<file path="config.mk">
export PLATFORM = sky130hd
export DESIGN_NAME = ext_irq_ctrl
export DESIGN_NICKNAME = d
export VERILOG_FILES = /design/src/rtl/irq_ctrl_pkg.sv /design/src/rtl/irq_sync.sv /design/src/rtl/irq_fall_det.sv /design/src/rtl/irq_ctrl_regs.sv /design/src/rtl/ext_irq_ctrl.sv
export SDC_FILE = /design/constraint.sdc
export NUM_CORES = 1
export LEC_CHECK = 0
export BUFFER_PORTS_ARGS = -buffer_cell sky130_fd_sc_hd__buf_4
export CAP_MARGIN = 20
export CORE_AREA = 3 3 40 42
export CTS_BUF_LIST = sky130_fd_sc_hd__clkbuf_8
export CTS_CLUSTER_DIAMETER = 200
export DETAILED_ROUTE_END_ITERATION = 16
export DIE_AREA = 0 0 43 45
export PLACE_DENSITY = 0.51
export SYNTH_ARGS = -nofsm -noshare
export SYNTH_HDL_FRONTEND = slang
export SYNTH_SLANG_ARGS = --single-unit
export TNS_END_PERCENT = 5
</file>
<file path="constraint.sdc">
create_clock -name clk -period 1.1 [get_ports clk]
set_clock_uncertainty 0.15 [all_clocks]
set_input_delay 0.22 -clock clk [delete_from_list [all_inputs] [get_ports clk]]
set_output_delay 0.22 -clock clk [all_outputs]
set_load 0.1 [all_outputs]
</file>
<file path="src/rtl/irq_ctrl_pkg.sv">
package irq_ctrl_pkg;
    localparam int REG_W   = 8;
    localparam int BIT_PND = 3;
    localparam int BIT_ACK = 2;
    localparam int BIT_MSK = 1;
    localparam int BIT_MOD = 0;

    typedef struct packed {
        logic pend;
        logic mask;
        logic mode;
    } ctrl_state_t;
endpackage

</file>
<file path="src/rtl/irq_sync.sv">
module irq_sync #(
    parameter int STAGES = 2
) (
    input  logic clk,
    input  logic rst_n,
    input  logic din,
    output logic dout
);
    localparam int TOP = STAGES - 1;

    logic [TOP:0] stg_d, stg_q;

    generate
        if (STAGES == 1) begin : g_one
            always_comb stg_d = din;
        end else begin : g_many
            always_comb stg_d = {stg_q[TOP-1:0], din};
        end
    endgenerate

    always_ff @(posedge clk or negedge rst_n) begin
        if (!rst_n) stg_q <= '1;
        else        stg_q <= stg_d;
    end

    assign dout = stg_q[TOP];
endmodule

</file>
<file path="src/rtl/irq_fall_det.sv">
module irq_fall_det (
    input  logic clk,
    input  logic rst_n,
    input  logic lvl,
    output logic fall
);
    logic prev_d, prev_q;

    always_comb prev_d = lvl;

    always_ff @(posedge clk or negedge rst_n) begin
        if (!rst_n) prev_q <= 1'b1;
        else        prev_q <= prev_d;
    end

    assign fall = prev_q & ~lvl;
endmodule

</file>
<file path="src/rtl/irq_ctrl_regs.sv">
module irq_ctrl_regs
    import irq_ctrl_pkg::*;
(
    input  logic             clk,
    input  logic             rst_n,
    input  logic             fall,
    input  logic             lvl,
    input  logic             wr_en,
    input  logic             rd_en,
    input  logic [REG_W-1:0] wdata,
    output logic [REG_W-1:0] rdata,
    output logic             pend,
    output logic             mask,
    output logic             mode,
    output logic             irq_req
);
    ctrl_state_t st_d, st_q;
    logic        trig;
    logic        ack;
    logic [REG_W-1:0] view;

    always_comb begin
        st_d = st_q;
        trig = fall | (st_q.mode & ~lvl);
        ack  = wr_en & wdata[BIT_ACK];
        if (trig)     st_d.pend = 1'b1;
        else if (ack) st_d.pend = 1'b0;
        if (wr_en) begin
            st_d.mask = wdata[BIT_MSK];
            st_d.mode = wdata[BIT_MOD];
        end
        view          = '0;
        view[BIT_PND] = st_q.pend;
        view[BIT_MSK] = st_q.mask;
        view[BIT_MOD] = st_q.mode;
    end

    always_ff @(posedge clk or negedge rst_n) begin
        if (!rst_n) st_q <= '0;
        else        st_q <= st_d;
    end

    assign rdata   = rd_en ? view : '0;
    assign pend    = st_q.pend;
    assign mask    = st_q.mask;
    assign mode    = st_q.mode;
    assign irq_req = st_q.pend & ~st_q.mask;
endmodule

</file>
<file path="src/rtl/ext_irq_ctrl.sv">
module ext_irq_ctrl
    import irq_ctrl_pkg::*;
#(
    parameter int SYNC_STAGES = 2
) (
    input  logic             clk,
    input  logic             rst_n,
    input  logic             pin_n,
    input  logic             wr_en,
    input  logic             rd_en,
    input  logic [REG_W-1:0] wdata,
    output logic [REG_W-1:0] rdata,
    output logic             irq_req
);
    logic sync_lvl;
    logic fall;
    logic pend;
    logic mask;
    logic mode;

    irq_sync #(.STAGES(SYNC_STAGES)) u_sync (
        .clk  (clk),
        .rst_n(rst_n),
        .din  (pin_n),
        .dout (sync_lvl)
    );

    irq_fall_det u_fdet (
        .clk  (clk),
        .rst_n(rst_n),
        .lvl  (sync_lvl),
        .fall (fall)
    );

    irq_ctrl_regs u_regs (
        .clk    (clk),
        .rst_n  (rst_n),
        .fall   (fall),
        .lvl    (sync_lvl),
        .wr_en  (wr_en),
        .rd_en  (rd_en),
        .wdata  (wdata),
        .rdata  (rdata),
        .pend   (pend),
        .mask   (mask),
        .mode   (mode),
        .irq_req(irq_req)
    );
endmodule

</file>
After elaboration in Yosys (flattened, before gate mapping)
Cells that the tools add are included.
Widths: inputs -> output; s select.
{"block": "totals", "elab_cells": 16, "input_bits": 13, "out_inout_bits": 9, "regBits": 6}
{"block": "op_classes", "mux": 3, "reduce_logical": 1, "n_bitwise": 7}
{"op": "$and 1x1->1", "n": 4}
{"op": "$mux 4", "n": 1}
{"op": "$mux 1", "n": 2}
{"op": "$not 1->1", "n": 2}
{"op": "$reduce_bool 2->1", "n": 1}
{"op": "$or 1x1->1", "n": 1}

Logic depth before layout (Yosys ltp)
Gate-level depths: netlist of run 1.
{"block": "depth", "depth_word": 4, "ltp_mapped": 2, "depth_no_buf": 2}

By module
From an unflattened synthesis of run 1, not the netlist that was laid out.
{"block": "hier_totals", "cells_unflattened": 22, "area_unflattened_um2": 274.0}
{"mod": "irq_ctrl_regs", "seq_area_each_um2": 75.1, "n_inst": 1, "area_each_um2": 181.4, "cells_each": 18}
{"mod": "irq_sync", "seq_area_each_um2": 52.6, "n_inst": 1, "area_each_um2": 52.6, "cells_each": 2}
{"mod": "irq_fall_det", "seq_area_each_um2": 26.3, "n_inst": 1, "area_each_um2": 40.0, "cells_each": 2}

Worst setup path before layout of run 1
Ideal clock, no wire load.
{"block": "synth_timing", "kind": "reg2out", "startpoint": "register u_regs.st_q (netlist bit u_regs.mask)", "endpoint": "output irq_req", "arrival_ns": 1.712, "path_buffers": 0, "path_slack_ns": -0.982, "required_time_ns": 0.730, "stages_incl_launch_ff": 2, "path_cell_list": "dfrtp_1 > nor2b_1"}
{"block": "synth_between", "elab_chain_len": 2}
{"item": "from (decl)", "line_no": "irq_ctrl_regs.sv:17", "text": "ctrl_state_t st_d, st_q;"}
{"item": "from (signal assigned)", "line_no": "irq_ctrl_regs.sv:40", "text": "else st_q <= st_d;"}
{"item": "$not 1->1", "line_no": "irq_ctrl_regs.sv:47", "text": "assign irq_req = st_q.pend & ~st_q.mask;"}
{"item": "$and 1x1->1", "line_no": "irq_ctrl_regs.sv:47"}
{"item": "to (decl)", "line_no": "ext_irq_ctrl.sv:13", "text": "output logic irq_req"}
No other way between the ends.

Final worst setup path of run 1
{"block": "layout_timing", "startpoint": "register u_regs.st_q (netlist bit u_regs.mask)", "endpoint": "output rdata[1]"}
{"block": "layout_between", "elab_chain_len": 1}
{"item": "$mux 4", "line_no": "irq_ctrl_regs.sv:43", "text": "assign rdata = rd_en ? view : '0;"}
{"item": "to (decl)", "line_no": "ext_irq_ctrl.sv:12", "text": "output logic [REG_W-1:0] rdata,"}
No other way between the ends.

==> flow_summary.yaml, run 1 <==
sta:
  final_hold_viol_count: 0
  fin_crit_sh: 1.21
  setup_viol: 6
  setup_ws_ps: -232
  rsz0062_at_grt: "true"
  fin_crit_ps: 1330
  final_max_slew_viol_count: 0
  fmax_mhz: 751
worst_setup_path:
  worstPathArrival_ps: 960
  r2r_start: "u_regs.mask"
  cpLargestDelayFamily: "flip-flops"
  worst_setup_path_end_kind: "primary output"
  crit_slowest_cell: "dfrtp_1"
  crit_buf_inv: 1
  crit_path_start: "u_regs.mask"
  crit_type: "reg2out"
  crit_chain: "and2_4 -> buf_12"
  rr_worst_depth: 3
  ff2ff_setup_slack_ps: -80
  crit_path_start_kind: "register"
  worst-path-stages: 2
  worstPathRequired_ps: 730
  slowest_delay_ps: 400
  cp_max_fo: 3
finish:
  regArea_um2: 154
  multi_input_area_um2: 105
  antenna-diode-count: 0
  syn_to_final_growth_pct: 96.7
  fill_cells: 128
  num-nets-final: 56
  layout-drive-gt1-share: 0.667
  fin_util: 0.408
power_and_ir_drop:
  vdd_drop_max_uv: 651
  combPwrFrac: 0.373
  p_total_mw: 0.937
  p_sw_frac: 0.342
  power.leakage_nw: 0.259
  power_frac_seq: 0.274
  clockPowerShare: 0.354
  p_per_area_nw_per_um2: 1790
  switchingPower_mw: 0.321
  p_int_mw: 0.616
drt:
  drc: 0
  drt_iter0_markers: 1
  via_per_inst: 3.70
  drt-total-wl_um: 560
  num_vias: 211
  routedWlPerCell_um: 9.82
  firstDrtPassIters: 3
  drtAntennaViolNets: 0
floorplanning:
  core_um2: 1280
  dieArea_um2: 1940
  ioPinCount: 22
  rows: 13
  die_h_um: 45
  start_util: 0.207
  dieWidth_um: 43
grt:
  grt_max_degree: 7
  grt_pass1_vias: 231
  antenna_found_initial: 0
  track_usage: 0.0695
  grt_pass1_wl_um: 917
  grt_overflow: 0
cts:
  clkTransAtPathRegs_ps: 40
  htreeDepth: 1
  cts_tree: "done"
  cts_made_buffers: 3
  clock_path_buffers: 2
  clk_latency_ps: 220
  cts-root-buf: "clkbuf_8"
  cts.sink_count: 6
outcome:
  violations: "setup timing"
  status: "finished, violations left"
min_path:
  min_from: "wdata[1]"
  hold_path_class: "in2reg"
  hold_depth: 2
synth:
  ys_ff_latch: 6
  yosys.area.top_type: "dfstp_2"
  syn-cell-area_um2: 267
  netlist_top_cells_area: "dfstp_2, dfrtp_1, buf_4, mux2_4, and2_1"
  synthCells: 21
  yosysWarnings: 0
  ys_seq_area_frac: 0.577
  synth_top_area_share: 0.296
  ys_types: 10
  postSynthAreaPerCell_um2: 12.7
placement:
  io_buffer_count: 11
  globalplace.congestion: 0.652
flow_run:
  max_cap_violations: 0
[layout make-up]
type	instances	area share
clock buffers	3	0.0788
flip-flops and latches	6	0.294
repair buffers	18	0.384
clock inverters	1	0.00716
multi-input cells	14	0.200
well taps	15	0.0358
[per-stage QoR]
step	worst slack [ps]	instances	hold WS (ps)	area (um^2)	TNS (ps)
6_report	-232	57	82.7	524	-955
5_1_grt	-272	57	72.5	524	-1150
4_1_cts	-240	56	78.5	509	-902
3_5_place_dp	-91.0	49	-117	379	-255
3_3_place_gp	-91.9	49	-123	379	-224
2_1_floorplan	-164	25	-226	293	-435
[worst paths after layout]
path,end
max,rdata[1]
min,u_regs.mask
max reg2reg,u_regs.mask
min reg2reg,u_sync.stg_q[1]
max in group asynchronous,u_sync.stg_q[1]
min in group asynchronous,u_regs.mask
[flip-flops by register name, summed over array words and instances, names as in the netlist]
name and count:
u_regs.pend 1, u_regs.mask 1, u_fdet.prev_q 1, u_sync.stg_q 2, u_regs.mode 1
[cell families (layout without fill, tap and decap cells)]
group,count (synthesis),in the layout,share of synthesized area
DFF,6,6,0.577
buffers and inverters,5,22,0.141
and+or+nand+nor,6,6,0.122
AOI/OAI and AO/OA,1,1,0.0329
muxes,2,2,0.113
other,1,5,0.0141
[synth_stat cells, drive strengths merged]
cell type  number
and2            3
buf             5
conb            1
dfrtp           3
dfstp           3
mux2            2
nand2           1
nor2            1
nor2b           1
o2bb2ai         1
[power by group through the flow]
stage               Sequential, mW  Combinational [mW]  Clock (mW)
global placement             0.257               0.273           0
floorplan                    0.255               0.224           0
finish                       0.256               0.349       0.331
detailed placement           0.258               0.276           0
CTS                          0.256               0.338       0.343
global route                 0.259               0.360       0.365
[worst reg2reg max path: cells and delay by family, from the launching register on]
kind / cells / cell delay (ps)
buf+inv: 2 / 250
flops: 1 / 410
mux: 1 / 250
[metal layers]
layer	vias up	GRT usage	part of all wire
li1	97	-	-
met1	102	0.0515	0.31
met2	12	0.141	0.60
met3	0	0.0239	0.084
met4	0	0.0542	0
met5	-	0	0
[cell usage in the layout (no fill, tap or decap)]
cell,instances
nor2_1,1
mux2_4,2
clkbuf_8,3
dfrtp_1,3
buf_12,4
and2_4,3
dlygate4sd3_1,2
dfstp_2,3
inv_1,1
buf_4,9
conb_1,5
nor2b_4,1
o2bb2ai_1,1
buf_6,3
nand2_1,1
[timing repair]
action / 4_1_cts / 5_1_grt
gates resized for setup: 16 / 2
hold buffers: 2 / 0
pin swaps: 2 / 0
endpoints found under the hold margin: 7 / 0
endpoints found under the setup margin: 4 / 7
gates cloned: 0 / 0
setup buffers: 1 / 1
No activity file was read; power rests on OpenSTA's default activity.
==> run 2, diff against run 1 <==
--- a/config.mk
+++ b/config.mk
@@ -12,7 +12,7 @@
 export CTS_CLUSTER_DIAMETER = 200
 export DETAILED_ROUTE_END_ITERATION = 16
 export DIE_AREA = 0 0 43 45
-export PLACE_DENSITY = 0.51
+export PLACE_DENSITY = 0.47
 export SYNTH_ARGS = -nofsm -noshare
 export SYNTH_HDL_FRONTEND = slang
 export SYNTH_SLANG_ARGS = --single-unit
==> flow_summary.yaml, run 2 (synthesis gave the netlist of run 1 again) <==
sta:
  rsz0062_at_grt: "true"
  final_hold_viol_count: 0
  fmax_mhz: 738
  hold_slack_ps: 77.4
  setup_ws_ps: -255
  final_max_slew_viol_count: 0
  setup_viol: 4
  fin_crit_ps: 1350
  fin_crit_sh: 1.23
grt:
  grt_pass1_wl_um: 945
  grt_pass1_vias: 232
  track_usage: 0.0738
  grt_overflow: 0
  antenna_found_initial: 0
  grt_max_degree: 7
power_and_ir_drop:
  combPwrFrac: 0.355
  power_frac_seq: 0.278
  vdd_drop_max_uv: 733
  power.leakage_nw: 0.245
  p_int_mw: 0.602
  p_per_area_nw_per_um2: 1850
  p_sw_frac: 0.348
  switchingPower_mw: 0.322
  clockPowerShare: 0.366
worst_setup_path:
  cp_max_fo: 3
  worst_setup_path_end_kind: "primary output"
  worstPathArrival_ps: 980
  crit_type: "reg2out"
  slowest_delay_ps: 430
  crit_slowest_cell: "dfrtp_2"
  worstPathRequired_ps: 730
  crit_buf_inv: 1
  crit_chain: "and2_4 -> buf_12"
  crit_path_start_kind: "register"
  cpLargestDelayFamily: "flip-flops"
min_path:
  hold_path_class: "in2reg"
finish:
  largest_reg_flops: 2
  syn_to_final_growth_pct: 87.3
  largest-register: "u_sync.stg_q"
  layout-drive-gt1-share: 0.675
  fin_util: 0.389
  mostFrequentLayoutCells: "buf_4, conb_1, buf_12"
  antenna-diode-count: 0
  num-nets-final: 54
  final_common_cell: "buf_4"
cts:
  cts-root-buf: "clkbuf_8"
  clock_path_buffers: 2
  htreeDepth: 1
  clkTransAtPathRegs_ps: 40
  clk_latency_ps: 220
  post-cts-setup-buffers: 0
  cts.sink_count: 6
  cts_made_buffers: 3
  cts_tree: "done"
floorplanning:
  dieWidth_um: 43
  dieArea_um2: 1940
  core_um2: 1280
  start_util: 0.207
  die_h_um: 45
  rows: 13
  ioPinCount: 22
outcome:
  violations: "setup timing"
  status: "finished, violations left"
placement:
  io_buffer_count: 11
  globalplace.congestion: 0.596
  hpwl_um: 414
  dp_slack_ps: -107
drt:
  routedWlPerCell_um: 9.76
  drt-total-wl_um: 537
  via_per_inst: 3.65
  drc: 0
  num_vias: 201
  drt_iter0_markers: 1
  firstDrtPassIters: 2
  drtAntennaViolNets: 0
flow_run:
  max_cap_violations: 0
==> run 2: per-layer routing <==
layer	routed length (um)	vias to the layer above	part of all wire	GRT usage
li1	-	94	-	-
met1	195	93	0.36	0.0640
met2	280	12	0.52	0.120
met3	51	2	0.095	0.0279
met4	8	0	0.015	0.0904
met5	0	-	0	0
==> run 2: metrics by stage <==
stage	total power [mW]	std cells	TNS (ps)	area (um^2)
5_1_grt	0.970	55	-992	499
3_5_place_dp	0.534	49	-270	379
3_3_place_gp	0.531	49	-229	379
4_1_cts	0.931	55	-937	492
2_1_floorplan	0.479	25	-435	293
6_report	0.924	55	-856	499
==> run 2: final cells by class <==
| type | instances | area, um^2 |
|---|---|---|
| clock buffer | 3 | 41.3 |
| clock inverter | 1 | 3.75 |
| fill | 132 | 786 |
| multi-input combinational | 14 | 105 |
| sequential | 6 | 155 |
| tap | 15 | 18.8 |
| timing repair buffer | 16 | 175 |
==> run 2: path summary, 6_finish.rpt <==
check	start	end	slack, ps	depth (start not counted)
worst max-delay path	u_regs.mask	rdata[1]	-250	2
worst min-delay path	wdata[1]	u_regs.mask	80	2
worst max register to register	u_regs.mask	u_regs.mask	10	2
worst min register to register	u_sync.stg_q[0]	u_sync.stg_q[1]	200	0
max in group asynchronous	rst_n	u_sync.stg_q[0]	420	2
min in group asynchronous	rst_n	u_regs.pend	180	2
==> run 2: power groups by stage <==
stage          Clock [mW]  Sequential (mW)  Combinational [mW]
2_1_floorplan           0            0.255               0.224
3_3_place_gp            0            0.257               0.273
3_5_place_dp            0            0.258               0.276
4_1_cts             0.352            0.257               0.323
5_1_grt             0.371            0.260               0.339
6_report            0.338            0.257               0.328
==> run 2: repair_timing <==
item,in CTS,in global routing
hold endpoints to repair,7,0
pin swaps,2,1
hold buffers,2,0
endpoints found under the setup margin,4,5
gates resized for setup,13,3
